==> src/rtl/pm_pkg.sv <==
package pm_pkg;

   typedef enum logic [1:0] {
      PM_RUN    = 2'd0,
      PM_SLEEP  = 2'd1,
      PM_STBY   = 2'd2,
      PM_SETTLE = 2'd3
   } pm_mode_e;

   localparam int WCODE_W = 8;

   localparam logic [1:0] STAT_RUN   = 2'b00;
   localparam logic [1:0] STAT_SLEEP = 2'b10;
   localparam logic [1:0] STAT_STBY  = 2'b11;

   localparam logic [WCODE_W-1:0] WC_NMI       = 8'h01;
   localparam logic [WCODE_W-1:0] WC_IRL_BASE  = 8'h10;
   localparam logic [WCODE_W-1:0] WC_IRQ_BASE  = 8'h20;
   localparam logic [WCODE_W-1:0] WC_PERI_BASE = 8'h40;
   localparam logic [WCODE_W-1:0] WC_PORT      = 8'h80;

endpackage

==> src/rtl/pm_wake_enc.sv <==
module pm_wake_enc
   import pm_pkg::*;
#(
   parameter int N_IRQ  = 8,
   parameter int N_PERI = 16,
   parameter int IRL_W  = 4
)(
   input  logic               nmi,
   input  logic [N_IRQ-1:0]   irq,
   input  logic [IRL_W-1:0]   irl,
   input  logic [N_PERI-1:0]  peri_irq,
   input  logic               port_irq,
   output logic               req,
   output logic [WCODE_W-1:0] code
);

   localparam int IRQ_MAX  = 16;
   localparam int PERI_MAX = 32;

   if (N_IRQ < 1 || N_IRQ > IRQ_MAX) begin : g_bad_irq
      $error("pm_wake_enc: N_IRQ out of range");
   end
   if (N_PERI < 1 || N_PERI > PERI_MAX) begin : g_bad_peri
      $error("pm_wake_enc: N_PERI out of range");
   end
   if (IRL_W < 1 || IRL_W > 4) begin : g_bad_irl
      $error("pm_wake_enc: IRL_W out of range");
   end

   logic               irq_any, peri_any, irl_any;
   logic [WCODE_W-1:0] irq_code, peri_code, irl_code;

   assign irq_any  = |irq;
   assign peri_any = |peri_irq;
   assign irl_any  = |irl;
   assign irl_code = WC_IRL_BASE | WCODE_W'(irl);

   // lowest index wins: scan downward, last hit overwrites
   always_comb begin
      irq_code = WC_IRQ_BASE;
      for (int i = N_IRQ - 1; i >= 0; i--) begin
         if (irq[i]) irq_code = WC_IRQ_BASE + WCODE_W'(i);
      end
   end

   always_comb begin
      peri_code = WC_PERI_BASE;
      for (int j = N_PERI - 1; j >= 0; j--) begin
         if (peri_irq[j]) peri_code = WC_PERI_BASE + WCODE_W'(j);
      end
   end

   assign req = nmi | irl_any | irq_any | peri_any | port_irq;

   always_comb begin
      if (nmi)           code = WC_NMI;
      else if (irl_any)  code = irl_code;
      else if (irq_any)  code = irq_code;
      else if (peri_any) code = peri_code;
      else if (port_irq) code = WC_PORT;
      else               code = '0;
   end

endmodule

==> src/rtl/pm_settle_cnt.sv <==
module pm_settle_cnt #(
   parameter int W = 16
)(
   input  logic         clk,
   input  logic         por_n,
   input  logic         clr,
   input  logic         load,
   input  logic [W-1:0] ld_val,
   input  logic         dec,
   output logic         done
);

   if (W < 1) begin : g_bad_w
      $error("pm_settle_cnt: W must be at least 1");
   end

   logic [W-1:0] cnt_q;

   always_ff @(posedge clk or negedge por_n) begin
      if (!por_n)                   cnt_q <= '0;
      else if (clr)                 cnt_q <= '0;
      else if (load)                cnt_q <= ld_val;
      else if (dec && cnt_q != '0)  cnt_q <= cnt_q - W'(1);
   end

   assign done = (cnt_q == '0);

endmodule

==> src/rtl/pm_out_dec.sv <==
module pm_out_dec
   import pm_pkg::*;
(
   input  pm_mode_e   mode,
   output logic       cpu_halt,
   output logic       pclk_en,
   output logic       ckout_en,
   output logic [1:0] stat
);

   always_comb begin
      unique case (mode)
         PM_RUN: begin
            cpu_halt = 1'b0; pclk_en = 1'b1; ckout_en = 1'b1; stat = STAT_RUN;
         end
         PM_SLEEP: begin
            cpu_halt = 1'b1; pclk_en = 1'b1; ckout_en = 1'b1; stat = STAT_SLEEP;
         end
         default: begin
            cpu_halt = 1'b1; pclk_en = 1'b0; ckout_en = 1'b0; stat = STAT_STBY;
         end
      endcase
   end

endmodule

==> src/rtl/pm_power_ctrl.sv <==
module pm_power_ctrl
   import pm_pkg::*;
#(
   parameter int N_IRQ    = 8,
   parameter int N_PERI   = 16,
   parameter int IRL_W    = 4,
   parameter int SETTLE_W = 16
)(
   input  logic                clk,
   input  logic                por_n,
   input  logic                man_rst,
   input  logic                sleep_exec,
   input  logic                sel_we,
   input  logic                sel_d,
   input  logic [SETTLE_W-1:0] settle_cyc,
   input  logic                intr_blk,
   input  logic                nmi,
   input  logic [N_IRQ-1:0]    irq,
   input  logic [IRL_W-1:0]    irl,
   input  logic [N_PERI-1:0]   peri_irq,
   input  logic                port_irq,
   output logic                cpu_halt,
   output logic                pclk_en,
   output logic                ckout_en,
   output logic [1:0]          stat_pins,
   output logic                wake_vld,
   output logic [WCODE_W-1:0]  wake_code,
   output logic                pinit_pulse,
   output logic                stby_sel
);

   // wake-up is accepted whatever the block-interrupts bit says
   logic unused_intr_blk;
   assign unused_intr_blk = intr_blk;

   pm_mode_e           mode_q;
   logic               req;
   logic [WCODE_W-1:0] req_code, held_code_q;
   logic               settle_done, settle_load;

   pm_wake_enc #(.N_IRQ(N_IRQ), .N_PERI(N_PERI), .IRL_W(IRL_W)) i_enc (
      .nmi      (nmi),
      .irq      (irq),
      .irl      (irl),
      .peri_irq (peri_irq),
      .port_irq (port_irq),
      .req      (req),
      .code     (req_code)
   );

   assign settle_load = (mode_q == PM_STBY) && req && !man_rst;

   pm_settle_cnt #(.W(SETTLE_W)) i_settle (
      .clk    (clk),
      .por_n  (por_n),
      .clr    (man_rst),
      .load   (settle_load),
      .ld_val (settle_cyc),
      .dec    (mode_q == PM_SETTLE),
      .done   (settle_done)
   );

   pm_out_dec i_dec (
      .mode     (mode_q),
      .cpu_halt (cpu_halt),
      .pclk_en  (pclk_en),
      .ckout_en (ckout_en),
      .stat     (stat_pins)
   );

   always_ff @(posedge clk or negedge por_n) begin
      if (!por_n) begin
         mode_q      <= PM_RUN;
         stby_sel    <= 1'b0;
         wake_vld    <= 1'b0;
         wake_code   <= '0;
         held_code_q <= '0;
         pinit_pulse <= 1'b0;
      end else begin
         wake_vld    <= 1'b0;
         pinit_pulse <= 1'b0;
         if (sel_we) stby_sel <= sel_d;
         if (man_rst) begin
            mode_q <= PM_RUN;
         end else begin
            unique case (mode_q)
               PM_RUN: begin
                  if (sleep_exec) begin
                     if (stby_sel) begin
                        mode_q      <= PM_STBY;
                        pinit_pulse <= 1'b1;
                     end else begin
                        mode_q <= PM_SLEEP;
                     end
                  end
               end
               PM_SLEEP: begin
                  if (req) begin
                     mode_q    <= PM_RUN;
                     wake_vld  <= 1'b1;
                     wake_code <= req_code;
                  end
               end
               PM_STBY: begin
                  if (req) begin
                     mode_q      <= PM_SETTLE;
                     held_code_q <= req_code;
                  end
               end
               PM_SETTLE: begin
                  if (settle_done) begin
                     mode_q    <= PM_RUN;
                     wake_vld  <= 1'b1;
                     wake_code <= held_code_q;
                  end
               end
               default: mode_q <= PM_RUN;
            endcase
         end
      end
   end

endmodule

==> config.mk <==
export PLATFORM = sky130hd
export DESIGN_NAME = pm_power_ctrl
export DESIGN_NICKNAME = d
export VERILOG_FILES = /design/src/rtl/pm_pkg.sv /design/src/rtl/pm_wake_enc.sv /design/src/rtl/pm_settle_cnt.sv /design/src/rtl/pm_out_dec.sv /design/src/rtl/pm_power_ctrl.sv
export SDC_FILE = /design/constraint.sdc
export NUM_CORES = 1
export LEC_CHECK = 0
export ABC_AREA = 1
export BUFFER_PORTS_ARGS = -buffer_cell sky130_fd_sc_hd__buf_2
export CAP_MARGIN = 20
export CORE_AREA = 2 2 72 74
export DETAILED_ROUTE_END_ITERATION = 16
export DIE_AREA = 0 0 74 76
export GPL_TIMING_DRIVEN = 0
export HOLD_SLACK_MARGIN = 0.06
export PLACE_DENSITY = 0.91
export SYNTH_ARGS = -nofsm -noshare
export SYNTH_HDL_FRONTEND = slang
export SYNTH_HIERARCHICAL = 1
export SYNTH_SLANG_ARGS = --single-unit
==> constraint.sdc <==
create_clock -name clk -period 5.1 [get_ports clk]
set_input_delay 0.765 -clock clk [delete_from_list [all_inputs] [get_ports clk]]
set_output_delay 0.765 -clock clk [all_outputs]
set_load 0.01 [all_outputs]
-- After elaboration in Yosys (flattened, before gate mapping)
Index checks and enable logic that the tools add are counted.
- $add $sub $neg: 1
- equal/unequal tests: 9
- mux-type cells: 53
- bitwise logic cells: 5
- reductions and logical operators: 16
- operators by type and width (kind ; number):
    8-bit 2-to-1 mux ; 14
    4-bit 2-to-1 mux ; 16
    16-bit 2-to-1 mux ; 3
    16-bit logical NOT ; 1
    8-bit case mux with 2 select lines ; 1
    16-bit nonzero test ; 1
    16-bit OR reduction ; 1
    16-bit by 1-bit subtractor with 16-bit output (second input constant) ; 1
    2-bit 2-to-1 mux ; 6
    3-bit != test (second input constant) ; 4
    1-bit 2-to-1 mux ; 9
    2-bit case mux with 4 select lines ; 1
    4-bit AND reduction ; 2
    8-bit OR reduction ; 1
    2-bit equality test (second input constant) ; 2
    2-bit != test (second input constant) ; 2
    1-bit OR ; 4
    2-bit case mux with 2 select lines ; 1
    4-bit OR reduction ; 1
    1-bit logical AND ; 3
    3-bit 2-to-1 mux ; 1
    3-bit AND reduction ; 1
    3-bit nonzero test ; 1
    2-bit by 1-bit equality test with 1-bit output (second input constant) ; 1
    6 further kinds ; 6
- register bits after elaboration: 37
- input port bits: 53
- output and inout bits: 16
- word-level logic and storage cells: 91

-- Longest topological paths before layout
Gate-level depths: netlist of run 1.
- depth in word-level cells: 22
- mapped depth: 23
- depth with buffers taken out: 23

-- By module
The synthesis of run 1 kept the hierarchy.
- modules (own cells, without submodules) (module ; instances ; cells each ; area an instance (um^2) ; seq. area each (um^2)):
    pm_settle_cnt ; 1 ; 197 ; 1227.4 ; 400.4
    pm_power_ctrl ; 1 ; 123 ; 1021.0 ; 525.5
    pm_wake_enc ; 1 ; 88 ; 437.9 ; 0.0
    pm_out_dec ; 1 ; 6 ; 30.0 ; 0.0

-- Worst setup path after synthesis of run 1
OpenSTA, ideal clock, no wires.
- path type: input -> register
- start: input peri_irq[14]
- end: register i_settle.cnt_q[10]
- setup time: 0.066 ns
- arrival time: 2.578 ns
- required time: 5.034 ns
- path slack: 2.456 ns
- stages on the path: 13
- path buffers: 2
- path through: nor2_2 > inv_1 > nor4_2 > nand2_1 > inv_2 > nand4_1 > nand3_4 > inv_4 > buf_12 > nor2_1 > clkbuf_1 > nand3_1 > nand2_1
- word-level cells in the longest chain between the ends: 7
- elaborated cells on any way between the ends: 8
- those cells by class: mux: 2; bitwise: 2; reduce/logical: 4
- ends and longest elaborated chain (element ; RTL line ; source):
    from (decl) ; pm_power_ctrl.sv:20 ; input logic [N_PERI-1:0] peri_irq,
    16-bit OR reduction * ; pm_wake_enc.sv:34 ; assign peri_any = |peri_irq;
    1-bit OR * (2 in series) ; pm_wake_enc.sv:53 ; assign req = nmi | irl_any | irq_any | peri_any | port_irq;
    named net req ; pm_power_ctrl.sv:37 ; logic req;
    1-bit logical AND * (2 in series) ; pm_power_ctrl.sv:51 ; assign settle_load = (mode_q == PM_STBY) && req && !man_rst;
    named net settle_load ; pm_power_ctrl.sv:39 ; logic settle_done, settle_load;
    16-bit 2-to-1 mux ; pm_settle_cnt.sv:22 ; else if (load) cnt_q <= ld_val;
    16-bit 2-to-1 mux ; pm_settle_cnt.sv:21 ; else if (clr) cnt_q <= '0;
    to (signal assigned) ; pm_settle_cnt.sv:22 ;
    to (signal assigned) ; pm_settle_cnt.sv:23 ; else if (dec && cnt_q != '0) cnt_q <= cnt_q - W'(1);
    to (decl) ; pm_settle_cnt.sv:17 ; logic [W-1:0] cnt_q;
Mark *: on every way through the listed nets, which the timed path passes. The rest lies on a longest branch.
A chain may end at the register's enable or synchronous reset.

-- Worst setup path in the final report of run 1
- start: input peri_irq[14]
- end: register i_settle.cnt_q[0]
Same word-level chain as after synthesis.

==> flow_summary.html, run 1 <==
<table>
<tr><th>Metric</th><th>Value</th></tr>
<tr><th colspan="2">STA</th></tr>
<tr><td>Worst Max-Slew Pin Slew</td><td>around 0.82 ns</td></tr>
<tr><td>Final Setup Violations</td><td>0</td></tr>
<tr><td>Max Clock Freq</td><td>roughly 0.35 GHz</td></tr>
<tr><td>Period minus WS final</td><td>2.83 ns</td></tr>
<tr><td>Total negative setup slack</td><td>0 ns</td></tr>
<tr><td>Final Hold Violating Endpoints</td><td>0</td></tr>
<tr><td>RSZ-0062 raised after global routing</td><td>false</td></tr>
<tr><td>Fraction of the cycle the final worst path needs</td><td>0.555</td></tr>
<tr><td>Clock Skews</td><td>0.00607 ns</td></tr>
<tr><td>Final Slew Violations</td><td>0</td></tr>
<tr><td>Hold slack final</td><td>0.479 ns</td></tr>
<tr><td>Slew HR</td><td>0.451</td></tr>
<tr><td>Fin worst setup slack</td><td>2.27 ns</td></tr>
<tr><th colspan="2">CTS</th></tr>
<tr><td>Clock latency at the later pin of the worst-skew pair</td><td>roughly 0.3 ns</td></tr>
<tr><td>Number of gates given a new drive strength after cts</td><td>0</td></tr>
<tr><td># H-tree levels</td><td>2</td></tr>
<tr><td>Maximum count of clock buffers along a single path</td><td>2</td></tr>
<tr><td>Number of hold buffers added after CTS</td><td>0</td></tr>
<tr><td>Clock-pin slew on the worst setup and hold paths</td><td>about 0.08 ns</td></tr>
<tr><td>Root Buffer</td><td>sky130_fd_sc_hd__clkbuf_8</td></tr>
<tr><td>Clock sink count</td><td>37</td></tr>
<tr><td>Number of setup buffers added after CTS</td><td>0</td></tr>
<tr><td>Number of clock buffers inserted by TritonCTS</td><td>5</td></tr>
<tr><td>Clock tree from TritonCTS</td><td>done</td></tr>
<tr><th colspan="2">Yosys</th></tr>
<tr><td>Most area-consuming cells after synthesis</td><td>sky130_fd_sc_hd__dfrtp_1 34%, sky130_fd_sc_hd__nand2_1 22%, sky130_fd_sc_hd__nand3_1 6.3%</td></tr>
<tr><td>Synthesized netlist cell count</td><td>414</td></tr>
<tr><td>Avg Cell Area, Syn</td><td>6.56 um^2</td></tr>
<tr><td>Area share of the largest cell type after synthesis</td><td>0.341</td></tr>
<tr><td>Cell area after synthesis</td><td>2720 um^2</td></tr>
<tr><td>Primary FF master, synth</td><td>sky130_fd_sc_hd__dfrtp_1</td></tr>
<tr><td>Count of state elements after synthesis</td><td>37</td></tr>
<tr><td>Yosys warning total</td><td>6</td></tr>
<tr><td>Mapped Nets</td><td>468</td></tr>
<tr><td>Number of different library cells in the post-synthesis netlist</td><td>42</td></tr>
<tr><td>Sequential element share of the synthesized area</td><td>0.341</td></tr>
<tr><td>Post-synthesis async set-or-reset flop share</td><td>1.00</td></tr>
<tr><td>EDFF count, synth</td><td>0</td></tr>
<tr><td>Largest area contributor in the synthesized netlist</td><td>sky130_fd_sc_hd__dfrtp_1</td></tr>
<tr><th colspan="2">Finish</th></tr>
<tr><td>Final non-filler cell area</td><td>3280 um^2</td></tr>
<tr><td>Number of inserted filler cells in the final layout</td><td>426</td></tr>
<tr><td>Count of antenna diodes in the layout</td><td>0</td></tr>
<tr><td>Share of final-layout standard cells stronger than drive strength 1</td><td>0.256</td></tr>
<tr><td>P&amp;R area growth vs syn</td><td>20.6%</td></tr>
<tr><td>Number of nets in the layout</td><td>542</td></tr>
<tr><th colspan="2">Global routing</th></tr>
<tr><td>Met2 track demand over resource in global routing</td><td>0.426</td></tr>
<tr><td>Number of global-route vias before repair</td><td>2702</td></tr>
<tr><td>Met1 demand-to-capacity share in global routing</td><td>0.287</td></tr>
<tr><td>Global-route usage over all layers</td><td>0.243</td></tr>
<tr><td>Global-route wire length before repair</td><td>between 10000 and 15000 um</td></tr>
<tr><td>Most crowded layer after global routing</td><td>met2</td></tr>
<tr><td>Routing usage on met3</td><td>0.0489</td></tr>
<tr><td>Largest net degree at the start of global routing</td><td>38</td></tr>
<tr><td>Antenna violations before repair</td><td>0</td></tr>
<tr><td>Global-route congestion overflow total</td><td>0</td></tr>
<tr><th colspan="2">Critical path</th></tr>
<tr><td>Critical path startpoint category</td><td>primary input</td></tr>
<tr><td>Reg-to-Reg Start</td><td>i_settle/cnt_q[0]</td></tr>
<tr><td>Worst endpoint data arrival time</td><td>3.00 ns</td></tr>
<tr><td>Data required time of the critical path</td><td>5.27 ns</td></tr>
<tr><td>Endpoint of the most critical register-to-register path</td><td>wake_code[1]</td></tr>
<tr><td>Bufs and invs on worst path</td><td>8</td></tr>
<tr><td>Worst reg2reg setup slack</td><td>3.06 ns</td></tr>
<tr><td>Critical Path Max Stage Delay</td><td>0.27 ns</td></tr>
<tr><td>CP most frequent cell</td><td>sky130_fd_sc_hd__buf_2</td></tr>
<tr><td>Sort of element at the end of the critical path</td><td>register</td></tr>
<tr><td>Number of cells traversed by the worst register-to-register path</td><td>12</td></tr>
<tr><td>Largest fanout on the critical path</td><td>14</td></tr>
<tr><td>Cell type group with the largest total delay on the critical path</td><td>buffers and inverters</td></tr>
<tr><td>Cell with the biggest individual delay on the critical path</td><td>sky130_fd_sc_hd__buf_2</td></tr>
<tr><td>Path type of the worst setup path</td><td>in -&gt; reg</td></tr>
<tr><td>Chain of cells forming the critical path</td><td>buf_2 &gt; nor2_2 &gt; inv_1 &gt; nor4_2 &gt; nand2_1 &gt; inv_2 &gt; nand4_1 &gt; nand3_4 &gt; inv_4 &gt; buf_12 &gt; inv_1 &gt; buf_2 &gt; buf_2 &gt; nand2_1 &gt; o21ai_0 &gt; o22ai_1</td></tr>
<tr><th colspan="2">Detailed routing</th></tr>
<tr><td>DR vias/cell</td><td>about 5.0</td></tr>
<tr><td>DRT Pass-1 Iters</td><td>4</td></tr>
<tr><td>Total routed wirelength</td><td>6170 um</td></tr>
<tr><td>Residual DRC</td><td>0</td></tr>
<tr><td>Remaining antenna violation count</td><td>0</td></tr>
<tr><td>Routed wirelength normalized by instance count</td><td>between 10 and 15 um</td></tr>
<tr><td>Violation count after the first detailed-routing iteration</td><td>around 150</td></tr>
<tr><td>Total number of vias</td><td>2780</td></tr>
<tr><th colspan="2">Floorplanning</th></tr>
<tr><td>Height of the die</td><td>76 um</td></tr>
<tr><td>Area of the core</td><td>~5000 um^2</td></tr>
<tr><td>Die area</td><td>5620 um^2</td></tr>
<tr><td>Die Span X</td><td>between 70 and 80 um</td></tr>
<tr><td>Standard-cell rows</td><td>26</td></tr>
<tr><td>Initial core utilization</td><td>0.553</td></tr>
<tr><td>Number of top-level design ports</td><td>approximately 70</td></tr>
<tr><th colspan="2">Pwr</th></tr>
<tr><td>Part of the total power dissipated in combinational logic</td><td>0.494</td></tr>
<tr><td>Static power due to leakage</td><td>1.87 nW</td></tr>
<tr><td>Largest voltage drop on the vdd net</td><td>0.000218 V</td></tr>
<tr><td>Power per unit of standard cell area</td><td>482 nW/um^2</td></tr>
<tr><td>Switch Pwr</td><td>just under 0.7 mW</td></tr>
<tr><td>Clock power share</td><td>0.198</td></tr>
<tr><td>Internal power component</td><td>0.894 mW</td></tr>
<tr><td>Switching part of the total power</td><td>0.434</td></tr>
<tr><td>Sequential share of power</td><td>0.308</td></tr>
<tr><th colspan="2">Worst hold path</th></tr>
<tr><td>Hold Startpoint</td><td>wake_code[7]</td></tr>
<tr><td>Tightest Hold Check Type</td><td>reg -&gt; reg</td></tr>
<tr><td>WHS Endpoint</td><td>wake_code[7]</td></tr>
<tr><td>Hold Path Stages</td><td>2</td></tr>
<tr><th colspan="2">Placed design</th></tr>
<tr><td>Placed wire-length estimate</td><td>4840 um</td></tr>
<tr><td>Worst Setup Slack post-DPL</td><td>just under 2 ns</td></tr>
<tr><td>Number of port buffers</td><td>67</td></tr>
<tr><td>Placed Area</td><td>3140 um^2</td></tr>
<tr><td>Weighted congestion reported at the end of routability-driven placement</td><td>0.931</td></tr>
<tr><th colspan="2">Flow run</th></tr>
<tr><td>Maximum capacitance violations</td><td>0</td></tr>
<tr><th colspan="2">Run status</th></tr>
<tr><td>Result of the run</td><td>complete, no violations</td></tr>
</table>
layout by cell type, fill, tap and decap left out, drive strengths merged, types with 2 or more instances in the layout:
master / Yosys / routed
inv: 51 / 52
dfrtp: 37 / 37
or2: 2 / 2
o21bai: 2 / 2
nor4: 4 / 4
o22ai: 4 / 4
nand3: 37 / 37
nor2: 50 / 50
o21ai: 18 / 18
a31oi: 2 / 2
buf: 8 / 75
clkbuf: 3 / 8
nand2: 175 / 175
nor3: 6 / 6
nand4: 2 / 2
a21oi: 4 / 4
clkinv: 2 / 2
bufinv: 0 / 2
worst min-delay path: stages, from the launching register on:
cell and delay, ns:
sky130_fd_sc_hd__dfrtp_1 0.35, sky130_fd_sc_hd__nand2_1 0.05, sky130_fd_sc_hd__nand2_1 0.05
area by class of cell:
cell class              instances  area (um^2)  area share
flip-flops and latches         37          926       0.283
multi-input cells             313         1500       0.457
inverters                      53          208      0.0634
well taps                      70         87.6      0.0267
plain buffers                  11         86.3      0.0263
clock inverters                 3         68.8      0.0210
clock buffers                   5         68.8      0.0210
repair buffers                 67          335       0.102
cell usage after synthesis (3+ instances only):
| library cell | n |
|---|---|
| sky130_fd_sc_hd__dfrtp_1 | 37 |
| sky130_fd_sc_hd__a21oi_1 | 4 |
| sky130_fd_sc_hd__o21ai_0 | 15 |
| sky130_fd_sc_hd__nand3_1 | 34 |
| sky130_fd_sc_hd__clkbuf_1 | 3 |
| sky130_fd_sc_hd__nor2_1 | 43 |
| sky130_fd_sc_hd__nor3_1 | 5 |
| sky130_fd_sc_hd__inv_1 | 41 |
| sky130_fd_sc_hd__nand2_2 | 10 |
| sky130_fd_sc_hd__o22ai_1 | 4 |
| sky130_fd_sc_hd__nand2_4 | 3 |
| sky130_fd_sc_hd__inv_4 | 3 |
| sky130_fd_sc_hd__inv_2 | 7 |
| sky130_fd_sc_hd__nand2_1 | 161 |
| sky130_fd_sc_hd__nor2_2 | 4 |
| sky130_fd_sc_hd__nor2_4 | 3 |
| sky130_fd_sc_hd__buf_4 | 3 |
state kept, by name, indices dropped and copies added (netlist names):
signal	flops
held_code_q	8
i_settle/cnt_q	16
mode_q	2
pinit_pulse	1
stby_sel	1
wake_code	8
wake_vld	1
power groups by stage:
| stage | sequential (mW) | combinational [mW] | clock (mW) |
|---|---|---|---|
| final | 0.487 | 0.780 | 0.313 |
| after global placement | 0.485 | 0.757 | 0 |
| after CTS | 0.485 | 0.784 | 0.317 |
| after floorplan | 0.482 | 0.597 | 0 |
| after detailed placement | 0.491 | 0.780 | 0 |
| after global routing | 0.502 | 0.896 | 0.332 |
logic make-up (layout without fill, tap and decap cells):
group           count (synthesis)  after routing  synth area share
flops                          37             37             0.341
fa+ha+maj                       1              1           0.00461
simple gates                  276            276             0.468
buf+inv                        64            139             0.108
compound gates                 35             35            0.0755
xor+xnor                        1              1           0.00322
through the flow:
stage	std cells	power [mW]	util
floorplan	414	1.08	-
global placement	551	1.24	0.639
detailed placement	551	1.27	0.639
CTS	559	1.59	0.667
global route	559	1.73	0.667
finish	559	1.58	0.667
routing by layer:
metal	part of all wire	vias to the layer above	wire length, um
li1	-	1440	-
met1	0.43	1245	2640
met2	0.50	84	3110
met3	0.051	11	313
met4	0.016	0	98
met5	0	-	0
worst max-delay path by stage:
stage	from	to	slack [ns]	depth (start not counted)
floorplan	peri_irq[14]	i_settle/cnt_q[10]	2.46	13
global placement	peri_irq[14]	i_settle/cnt_q[9]	2.02	14
detailed placement	peri_irq[14]	i_settle/cnt_q[11]	1.97	14
CTS	peri_irq[14]	i_settle/cnt_q[11]	2.28	14
global route	peri_irq[14]	i_settle/cnt_q[5]	2.05	14
finish	peri_irq[14]	i_settle/cnt_q[0]	2.27	16
No activity file was read; power rests on OpenSTA's default activity.
==> run 2, diff against run 1 <==
--- a/config.mk
+++ b/config.mk
@@ -8,12 +8,12 @@
 export ABC_AREA = 1
 export BUFFER_PORTS_ARGS = -buffer_cell sky130_fd_sc_hd__buf_2
 export CAP_MARGIN = 20
-export CORE_AREA = 2 2 72 74
+export CORE_AREA = 2 2 74 76
 export DETAILED_ROUTE_END_ITERATION = 16
-export DIE_AREA = 0 0 74 76
+export DIE_AREA = 0 0 76 78
 export GPL_TIMING_DRIVEN = 0
 export HOLD_SLACK_MARGIN = 0.06
-export PLACE_DENSITY = 0.91
+export PLACE_DENSITY = 0.87
 export SYNTH_ARGS = -nofsm -noshare
 export SYNTH_HDL_FRONTEND = slang
 export SYNTH_HIERARCHICAL = 1
==> constraint.sdc (replaced) <==
create_clock -name clk -period 2.83 [get_ports clk]
set_input_delay 0.4245 -clock clk [delete_from_list [all_inputs] [get_ports clk]]
set_output_delay 0.4245 -clock clk [all_outputs]
set_load 0.01 [all_outputs]
==> run 2 against run 1 <==
Setup slack lost 2.0 ns. Worst hold slack worse by 0.26 ns. Total power up 76%. Clock skew is 0.0051 ns higher. Global-route usage fell by 1.1 points. First-iteration DRC count is 7.8% lower. Utilization fell by 2.2 points. Sequential share of layout area grew 0.20 points. Via count up 0.32%. Routed wire length rose by 6.0%. Die area is 5.4% higher. Critical path type unchanged. Largest cell class unchanged.
==> flow_summary.html, run 2 (synthesis results as in run 1) <==
<table>
<tr><th>Metric</th><th>Value</th></tr>
<tr><th colspan="2">Detailed routing</th></tr>
<tr><td>Routed wirelength normalized by instance count</td><td>11.7 um (+6.0%)</td></tr>
<tr><td>Remaining antenna violation count</td><td>0 (unchanged)</td></tr>
<tr><td>Total number of vias</td><td>2789 (+0.32%)</td></tr>
<tr><td>Violation count after the first detailed-routing iteration</td><td>141 (-7.8%)</td></tr>
<tr><td>DRT Pass-1 Iters</td><td>4 (unchanged)</td></tr>
<tr><td>Total routed wirelength</td><td>6530 um (+6.0%)</td></tr>
<tr><td>DR vias/cell</td><td>4.99 (+0.32%)</td></tr>
<tr><td>Residual DRC</td><td>0 (unchanged)</td></tr>
<tr><th colspan="2">STA</th></tr>
<tr><td>Clock Skews</td><td>0.0111 ns (+0.00507 ns)</td></tr>
<tr><td>Worst Max-Slew Pin Slew</td><td>0.833 ns (+0.00864 ns)</td></tr>
<tr><td>Final Slew Violations</td><td>0 (unchanged)</td></tr>
<tr><td>Final Setup Violations</td><td>0 (unchanged)</td></tr>
<tr><td>Max Clock Freq</td><td>0.394 GHz</td></tr>
<tr><td>Fraction of the cycle the final worst path needs</td><td>0.897</td></tr>
<tr><td>RSZ-0062 raised after global routing</td><td>false</td></tr>
<tr><td>Period minus WS final</td><td>2.54 ns</td></tr>
<tr><td>Slew HR</td><td>0.445 (-0.00576)</td></tr>
<tr><td>Fin worst setup slack</td><td>0.292 ns (-1.98 ns)</td></tr>
<tr><td>Final Hold Violating Endpoints</td><td>0 (unchanged)</td></tr>
<tr><th colspan="2">CTS</th></tr>
<tr><td># H-tree levels</td><td>2 (unchanged)</td></tr>
<tr><td>Clock-pin slew on the worst setup and hold paths</td><td>0.08 ns (about the same)</td></tr>
<tr><td>Number of gates given a new drive strength after cts</td><td>0 (unchanged)</td></tr>
<tr><td>Number of clock buffers inserted by TritonCTS</td><td>5 (unchanged)</td></tr>
<tr><td>Clock tree from TritonCTS</td><td>done</td></tr>
<tr><td>Number of hold buffers added after CTS</td><td>0 (unchanged)</td></tr>
<tr><td>Clock latency at the later pin of the worst-skew pair</td><td>0.30 ns (about the same)</td></tr>
<tr><td>Maximum count of clock buffers along a single path</td><td>2 (unchanged)</td></tr>
<tr><td>Root Buffer</td><td>sky130_fd_sc_hd__clkbuf_8</td></tr>
<tr><td>Clock sink count</td><td>37 (unchanged)</td></tr>
<tr><td>Number of setup buffers added after CTS</td><td>0 (unchanged)</td></tr>
<tr><th colspan="2">Finish</th></tr>
<tr><td>Share of final-layout standard cells stronger than drive strength 1</td><td>0.256 (unchanged)</td></tr>
<tr><td>Number of nets in the layout</td><td>542 (unchanged)</td></tr>
<tr><td>Count of antenna diodes in the layout</td><td>0 (unchanged)</td></tr>
<tr><td>Final non-filler cell area</td><td>3250 um^2 (-0.69%)</td></tr>
<tr><td>Most common cell after layout, fill and taps aside</td><td>sky130_fd_sc_hd__nand2_1</td></tr>
<tr><td>Regs by FF count</td><td>i_settle/cnt_q x16, held_code_q x8, wake_code x8</td></tr>
<tr><td>Most frequent cells in the layout</td><td>161 x sky130_fd_sc_hd__nand2_1, 69 x sky130_fd_sc_hd__buf_2, 43 x sky130_fd_sc_hd__nor2_1, 41 x sky130_fd_sc_hd__inv_1, 37 x sky130_fd_sc_hd__dfrtp_1</td></tr>
<tr><td>Biggest register</td><td>i_settle/cnt_q</td></tr>
<tr><td>P&amp;R area growth vs syn</td><td>19.8%</td></tr>
<tr><td>Max reg flops</td><td>16 (unchanged)</td></tr>
<tr><th colspan="2">Critical path</th></tr>
<tr><td>Endpoint of the most critical register-to-register path</td><td>wake_code[3]</td></tr>
<tr><td>CP most frequent cell</td><td>sky130_fd_sc_hd__nand2_1</td></tr>
<tr><td>Reg-to-Reg Start</td><td>i_settle/cnt_q[0]</td></tr>
<tr><td>Sort of element at the end of the critical path</td><td>register</td></tr>
<tr><td>Chain of cells forming the critical path</td><td>buf_2 &gt; nor2_2 &gt; inv_1 &gt; nor4_2 &gt; nand2_1 &gt; inv_2 &gt; nand4_1 &gt; nand3_4 &gt; inv_4 &gt; buf_12 &gt; nor2_1 &gt; clkbuf_1 &gt; nand3_1 &gt; nand2_1</td></tr>
<tr><td>Path type of the worst setup path</td><td>in -&gt; reg</td></tr>
<tr><td>Worst reg2reg setup slack</td><td>0.83 ns (-2.23 ns)</td></tr>
<tr><td>Critical Path Max Stage Delay</td><td>0.43 ns (+0.16 ns)</td></tr>
<tr><td>Number of cells traversed by the worst register-to-register path</td><td>12 (unchanged)</td></tr>
<tr><td>Data required time of the critical path</td><td>3.07 ns (-2.20 ns)</td></tr>
<tr><td>Critical path startpoint category</td><td>primary input</td></tr>
<tr><td>Largest fanout on the critical path</td><td>14 (unchanged)</td></tr>
<tr><td>Worst endpoint data arrival time</td><td>2.78 ns (-0.22 ns)</td></tr>
<tr><td>Cell with the biggest individual delay on the critical path</td><td>sky130_fd_sc_hd__clkbuf_1</td></tr>
<tr><th colspan="2">Global routing</th></tr>
<tr><td>Global-route wire length before repair</td><td>11400 um (+2.7%)</td></tr>
<tr><td>Global-route congestion overflow total</td><td>0 (unchanged)</td></tr>
<tr><td>Antenna violations before repair</td><td>0 (unchanged)</td></tr>
<tr><td>Number of global-route vias before repair</td><td>2682 (-0.74%)</td></tr>
<tr><td>Global-route usage over all layers</td><td>0.232 (-0.0111)</td></tr>
<tr><td>Largest net degree at the start of global routing</td><td>38 (unchanged)</td></tr>
<tr><th colspan="2">Run status</th></tr>
<tr><td>Result of the run</td><td>complete, no violations</td></tr>
<tr><th colspan="2">Flow run</th></tr>
<tr><td>Maximum capacitance violations</td><td>0 (unchanged)</td></tr>
<tr><th colspan="2">Pwr</th></tr>
<tr><td>Power per unit of standard cell area</td><td>855 nW/um^2 (+77%)</td></tr>
<tr><td>Largest voltage drop on the vdd net</td><td>0.000455 V (+110%)</td></tr>
<tr><td>Static power due to leakage</td><td>1.86 nW (-0.77%)</td></tr>
<tr><th colspan="2">Floorplanning</th></tr>
<tr><td>Initial core utilization</td><td>0.539 (-0.0143)</td></tr>
<tr><td>Number of top-level design ports</td><td>69 (unchanged)</td></tr>
<tr><td>Die Span X</td><td>76 um (+2.7%)</td></tr>
<tr><td>Height of the die</td><td>78 um (+2.6%)</td></tr>
<tr><td>Die area</td><td>5930 um^2 (+5.4%)</td></tr>
<tr><td>Area of the core</td><td>5040 um^2 (+2.6%)</td></tr>
<tr><td>Standard-cell rows</td><td>26 (unchanged)</td></tr>
<tr><th colspan="2">Worst hold path</th></tr>
<tr><td>Tightest Hold Check Type</td><td>in -&gt; async</td></tr>
<tr><th colspan="2">Placed design</th></tr>
<tr><td>Weighted congestion reported at the end of routability-driven placement</td><td>0.937 (+0.63%)</td></tr>
<tr><td>Worst Setup Slack post-DPL</td><td>-0.0164 ns (-1.99 ns)</td></tr>
<tr><td>Number of port buffers</td><td>67 (unchanged)</td></tr>
<tr><td>Placed Area</td><td>3140 um^2 (unchanged)</td></tr>
<tr><td>Placed wire-length estimate</td><td>4820 um (-0.43%)</td></tr>
</table>
-- run 2: report_power, final --
| part | internal (mW) | switching, mW | leakage (nW) | total, mW |
|---|---|---|---|---|
| sequential | 0.715 | 0.170 | 0.489 | 0.885 |
| combinational | 0.540 | 0.883 | 1.31 | 1.42 |
| clock | 0.264 | 0.211 | 0.0543 | 0.475 |
-- run 2: worst max-delay path: cells and delay by family --
kind                   cells  cell delay (ns)
AND/OR/NAND/NOR            8             1.42
buffers and inverters      6             0.93
-- run 2: worst max-delay path by stage --
stage / start / endpoint / depth (start not counted)
after floorplan: peri_irq[14] / i_settle/cnt_q[10] / 13
after global placement: peri_irq[14] / i_settle/cnt_q[9] / 14
after detailed placement: peri_irq[14] / i_settle/cnt_q[10] / 14
after CTS: peri_irq[14] / i_settle/cnt_q[7] / 14
after global routing: peri_irq[14] / i_settle/cnt_q[14] / 14
final: peri_irq[14] / i_settle/cnt_q[7] / 14
-- run 2: stage by stage --
stage               cells  setup TNS, ns  total power [mW]   util  hold slack, ns
detailed placement    551        -0.0164              2.29  0.623           0.464
global route          559              0              3.06  0.645           0.282
floorplan             414              0              1.95      -           0.129
global placement      551              0              2.24  0.623           0.458
CTS                   559              0              2.79  0.645           0.236
finish                559              0              2.78  0.645           0.223
-- run 2: metal layers --
metal	GRT usage	vias to the layer above	wire (um)
met4	0.0891	0	78
li1	-	1443	-
met3	0.0465	9	290
met2	0.429	73	3380
met1	0.265	1264	2780
met5	0	-	0
-- run 2: layout make-up --
| cell class | instances | area (um^2) |
|---|---|---|
| buffer | 11 | 86.3 |
| inverter | 53 | 208 |
| clock buffer | 5 | 68.8 |
| fill | 465 | 1790 |
| clock inverter | 3 | 46.3 |
| tap | 70 | 87.6 |
| multi-input combinational | 313 | 1500 |
| timing repair buffer | 67 | 335 |
| sequential | 37 | 926 |
==> run 3, diff against run 2 <==
--- a/config.mk
+++ b/config.mk
@@ -8,12 +8,12 @@
 export ABC_AREA = 1
 export BUFFER_PORTS_ARGS = -buffer_cell sky130_fd_sc_hd__buf_2
 export CAP_MARGIN = 20
-export CORE_AREA = 2 2 74 76
+export CORE_AREA = 2 2 79 81
 export DETAILED_ROUTE_END_ITERATION = 16
-export DIE_AREA = 0 0 76 78
+export DIE_AREA = 0 0 81 83
 export GPL_TIMING_DRIVEN = 0
 export HOLD_SLACK_MARGIN = 0.06
-export PLACE_DENSITY = 0.87
+export PLACE_DENSITY = 0.81
 export SYNTH_ARGS = -nofsm -noshare
 export SYNTH_HDL_FRONTEND = slang
 export SYNTH_HIERARCHICAL = 1
==> constraint.sdc (replaced) <==
create_clock -name clk -period 2.2 [get_ports clk]
set_input_delay 0.33 -clock clk [delete_from_list [all_inputs] [get_ports clk]]
set_output_delay 0.33 -clock clk [all_outputs]
set_load 0.01 [all_outputs]
==> run 3 against run 2 <==
Utilization fell by 6.9 points. First-iteration DRC count fell by 6.4%. Combinational power rose by 32%. Worst hold slack got worse by 0.078 ns. Largest cell class unchanged.
==> flow_summary.html, run 3 (synthesis results as in run 1) <==
<table>
<tr><th>Metric</th><th>Value</th></tr>
<tr><th colspan="2">Pwr</th></tr>
<tr><td>Part of the total power dissipated in combinational logic</td><td>0.516 (+0.005)</td></tr>
<tr><td>Largest voltage drop on the vdd net</td><td>0.000463 V (+1.7%)</td></tr>
<tr><td>Internal power component</td><td>2.00 mW (+32%)</td></tr>
<tr><td>Switching part of the total power</td><td>0.447 (-0.00686)</td></tr>
<tr><td>Sequential share of power</td><td>0.313 (-0.005)</td></tr>
<tr><td>Power per unit of standard cell area</td><td>1080 nW/um^2 (+26%)</td></tr>
<tr><td>Clock power share</td><td>0.171 (about the same)</td></tr>
<tr><td>Static power due to leakage</td><td>1.90 nW (+2.6%)</td></tr>
<tr><td>Switch Pwr</td><td>1.62 mW (+28%)</td></tr>
<tr><th colspan="2">Critical path</th></tr>
<tr><td>Endpoint of the most critical register-to-register path</td><td>wake_code[6]</td></tr>
<tr><td>Worst endpoint data arrival time</td><td>2.26 ns (-0.52 ns)</td></tr>
<tr><td>Largest fanout on the critical path</td><td>9 (-5)</td></tr>
<tr><td>Path type of the worst setup path</td><td>reg -&gt; reg</td></tr>
<tr><td>Data required time of the critical path</td><td>2.43 ns (-0.64 ns)</td></tr>
<tr><td>Critical path startpoint category</td><td>register</td></tr>
<tr><td>Capture point of the critical path</td><td>wake_code[6]</td></tr>
<tr><td>Origin of the worst setup path</td><td>i_settle/cnt_q[0]</td></tr>
<tr><td>Sort of element at the end of the critical path</td><td>register</td></tr>
<tr><td>Worst reg2reg setup slack</td><td>0.17 ns (-0.66 ns)</td></tr>
<tr><td>Number of cells traversed by the worst register-to-register path</td><td>12 (unchanged)</td></tr>
<tr><td>Reg-to-Reg Start</td><td>i_settle/cnt_q[0]</td></tr>
<tr><th colspan="2">CTS</th></tr>
<tr><td>Clock sink count</td><td>37 (unchanged)</td></tr>
<tr><td>Clock-pin slew on the worst setup and hold paths</td><td>0.08 ns (about the same)</td></tr>
<tr><td>Number of clock buffers inserted by TritonCTS</td><td>5 (unchanged)</td></tr>
<tr><td># H-tree levels</td><td>2 (unchanged)</td></tr>
<tr><td>Clock latency at the later pin of the worst-skew pair</td><td>0.29 ns (about the same)</td></tr>
<tr><td>Number of hold buffers added after CTS</td><td>0 (unchanged)</td></tr>
<tr><td>Clock tree from TritonCTS</td><td>done</td></tr>
<tr><td>Root Buffer</td><td>sky130_fd_sc_hd__clkbuf_8</td></tr>
<tr><td>Maximum count of clock buffers along a single path</td><td>2 (unchanged)</td></tr>
<tr><th colspan="2">STA</th></tr>
<tr><td>Clock Skews</td><td>0.0125 ns (+0.00137 ns)</td></tr>
<tr><td>Final Hold Violating Endpoints</td><td>0 (unchanged)</td></tr>
<tr><td>Worst Max-Slew Pin Slew</td><td>0.831 ns (-0.00163 ns)</td></tr>
<tr><td>Max Clock Freq</td><td>0.492 GHz</td></tr>
<tr><td>Slew HR</td><td>0.446 (+0.00108)</td></tr>
<tr><td>Hold slack final</td><td>0.145 ns (-0.0780 ns)</td></tr>
<tr><td>Period minus WS final</td><td>2.03 ns</td></tr>
<tr><td>Fraction of the cycle the final worst path needs</td><td>0.924</td></tr>
<tr><td>Final Setup Violations</td><td>0 (unchanged)</td></tr>
<tr><td>Fin worst setup slack</td><td>0.166 ns (-0.126 ns)</td></tr>
<tr><td>Final Slew Violations</td><td>0 (unchanged)</td></tr>
<tr><th colspan="2">Floorplanning</th></tr>
<tr><td>Number of top-level design ports</td><td>69 (unchanged)</td></tr>
<tr><td>Initial core utilization</td><td>0.467 (-0.0716)</td></tr>
<tr><td>Height of the die</td><td>83 um (+6.4%)</td></tr>
<tr><td>Standard-cell rows</td><td>28 (+7.7%)</td></tr>
<tr><td>Die Span X</td><td>81 um (+6.6%)</td></tr>
<tr><td>Die area</td><td>6720 um^2 (+13%)</td></tr>
<tr><td>Area of the core</td><td>5820 um^2 (+15%)</td></tr>
<tr><th colspan="2">Placed design</th></tr>
<tr><td>Placed wire-length estimate</td><td>4910 um (+1.9%)</td></tr>
<tr><td>Placed Area</td><td>3150 um^2 (+0.24%)</td></tr>
<tr><td>Weighted congestion reported at the end of routability-driven placement</td><td>0.895 (-4.5%)</td></tr>
<tr><td>Number of port buffers</td><td>67 (unchanged)</td></tr>
<tr><td>Worst Setup Slack post-DPL</td><td>-0.456 ns (-0.440 ns)</td></tr>
<tr><th colspan="2">Detailed routing</th></tr>
<tr><td>Remaining antenna violation count</td><td>0 (unchanged)</td></tr>
<tr><td>Residual DRC</td><td>0 (unchanged)</td></tr>
<tr><td>DRT Pass-1 Iters</td><td>5 (+1)</td></tr>
<tr><td>Total routed wirelength</td><td>6410 um (-1.9%)</td></tr>
<tr><td>DR vias/cell</td><td>4.85 (-2.7%)</td></tr>
<tr><td>Routed wirelength normalized by instance count</td><td>11.2 um (-3.8%)</td></tr>
<tr><td>Violation count after the first detailed-routing iteration</td><td>132 (-6.4%)</td></tr>
<tr><td>Total number of vias</td><td>2766 (-0.82%)</td></tr>
<tr><th colspan="2">Finish</th></tr>
<tr><td>Area of the multi-input gates</td><td>1520 um^2 (+1.5%)</td></tr>
<tr><td>P&amp;R area growth vs syn</td><td>23.4%</td></tr>
<tr><td>Share of final-layout standard cells stronger than drive strength 1</td><td>0.273 (+0.0171)</td></tr>
<tr><td>Most frequent cells in the layout</td><td>161 x sky130_fd_sc_hd__nand2_1, 67 x sky130_fd_sc_hd__buf_2, 42 x sky130_fd_sc_hd__nor2_1, 40 x sky130_fd_sc_hd__inv_1, 37 x sky130_fd_sc_hd__dfrtp_1</td></tr>
<tr><td>Max reg flops</td><td>16 (unchanged)</td></tr>
<tr><td>Number of inserted filler cells in the final layout</td><td>566 (+22%)</td></tr>
<tr><td>Number of nets in the layout</td><td>548 (+1.1%)</td></tr>
<tr><td>Biggest register</td><td>i_settle/cnt_q</td></tr>
<tr><td>Area occupied by registers</td><td>926 um^2 (unchanged)</td></tr>
<tr><td>Final non-filler cell area</td><td>3350 um^2 (+3.0%)</td></tr>
<tr><td>Most common cell after layout, fill and taps aside</td><td>sky130_fd_sc_hd__nand2_1</td></tr>
<tr><td>Count of antenna diodes in the layout</td><td>0 (unchanged)</td></tr>
<tr><td>Regs by FF count</td><td>i_settle/cnt_q x16, held_code_q x8, wake_code x8</td></tr>
<tr><th colspan="2">Global routing</th></tr>
<tr><td>Number of global-route vias before repair</td><td>2601 (-3.0%)</td></tr>
<tr><td>Antenna violations before repair</td><td>0 (unchanged)</td></tr>
<tr><td>Global-route wire length before repair</td><td>10900 um (-3.9%)</td></tr>
<tr><td>Global-route congestion overflow total</td><td>0 (unchanged)</td></tr>
<tr><td>Global-route usage over all layers</td><td>0.198 (-0.0341)</td></tr>
<tr><td>Largest net degree at the start of global routing</td><td>38 (unchanged)</td></tr>
<tr><th colspan="2">Flow run</th></tr>
<tr><td>Maximum capacitance violations</td><td>0 (unchanged)</td></tr>
<tr><th colspan="2">Run status</th></tr>
<tr><td>Result of the run</td><td>complete, no violations</td></tr>
<tr><th colspan="2">Worst hold path</th></tr>
<tr><td>Tightest Hold Check Type</td><td>in -&gt; async</td></tr>
</table>
## run 3: cell count changes in the layout (fill, tap and decap cells not counted), sizes merged
cell	previous run	this run
buf	75	81
clkbuf	8	9
clkinv	3	2
## run 3: worst min path at each step
stage | depth (start not counted) | slack [ns] | endpoint
2_1_floorplan | 0 | 0.03 | held_code_q[0]
3_3_place_gp | 2 | 0.46 | wake_code[7]
3_5_place_dp | 2 | 0.46 | wake_code[4]
4_1_cts | 1 | 0.17 | i_settle/cnt_q[13]
5_1_grt | 1 | 0.20 | i_settle/cnt_q[12]
6_report | 1 | 0.15 | i_settle/cnt_q[0]
## run 3: metal layers
metal	wire, um	global-route usage
met3	308	0.0337
met5	0	0
met2	3270	0.339
met1	2760	0.247
met4	63	0.0724
## run 3: final cells by class
| type | count | area share |
|---|---|---|
| sequential | 37 | 0.276 |
| clock inverter | 2 | 0.0112 |
| timing repair buffer | 73 | 0.113 |
| clock buffer | 6 | 0.0246 |
| inverter | 53 | 0.0619 |
| multi-input combinational | 313 | 0.453 |
| buffer | 11 | 0.0317 |
| tap | 75 | 0.0280 |
## run 3: power by group through the flow
stage	Combinational [mW]	Sequential [mW]	Clock, mW
after detailed placement	1.82	1.14	0
after floorplan	1.39	1.12	0
after global placement	1.76	1.13	0
after global routing	2.14	1.17	0.669
final	1.87	1.13	0.620
after CTS	1.84	1.13	0.635
## run 3: critical path, cell delays in order (launching register included)
cell and delay [ns]:
sky130_fd_sc_hd__dfrtp_1 0.38, sky130_fd_sc_hd__inv_1 0.09, sky130_fd_sc_hd__ha_1 0.21, sky130_fd_sc_hd__inv_1 0.05, sky130_fd_sc_hd__nor2_1 0.20, sky130_fd_sc_hd__nand3_1 0.22
sky130_fd_sc_hd__nor4_2 0.26, sky130_fd_sc_hd__nand2_1 0.11, sky130_fd_sc_hd__nand2_1 0.12, sky130_fd_sc_hd__nand2_4 0.10, sky130_fd_sc_hd__inv_4 0.11, sky130_fd_sc_hd__nand2_1 0.06
sky130_fd_sc_hd__nand2_1 0.06
## run 3: through the flow
step           instances  power (mW)   util  TNS [ns]
3_5_place_dp         556        2.96  0.541     -5.74
2_1_floorplan        414        2.50      -         0
5_1_grt              570        3.98  0.577    -0.293
3_3_place_gp         556        2.89  0.541     -5.04
4_1_cts              565        3.60  0.565         0
6_report             570        3.62  0.577         0
## run 3: timing repair
action                     in CTS  in global routing
resized for setup               4                  7
buffers inserted                1                  5
setup endpoints to repair      13                 24
pin swaps                       0                  3
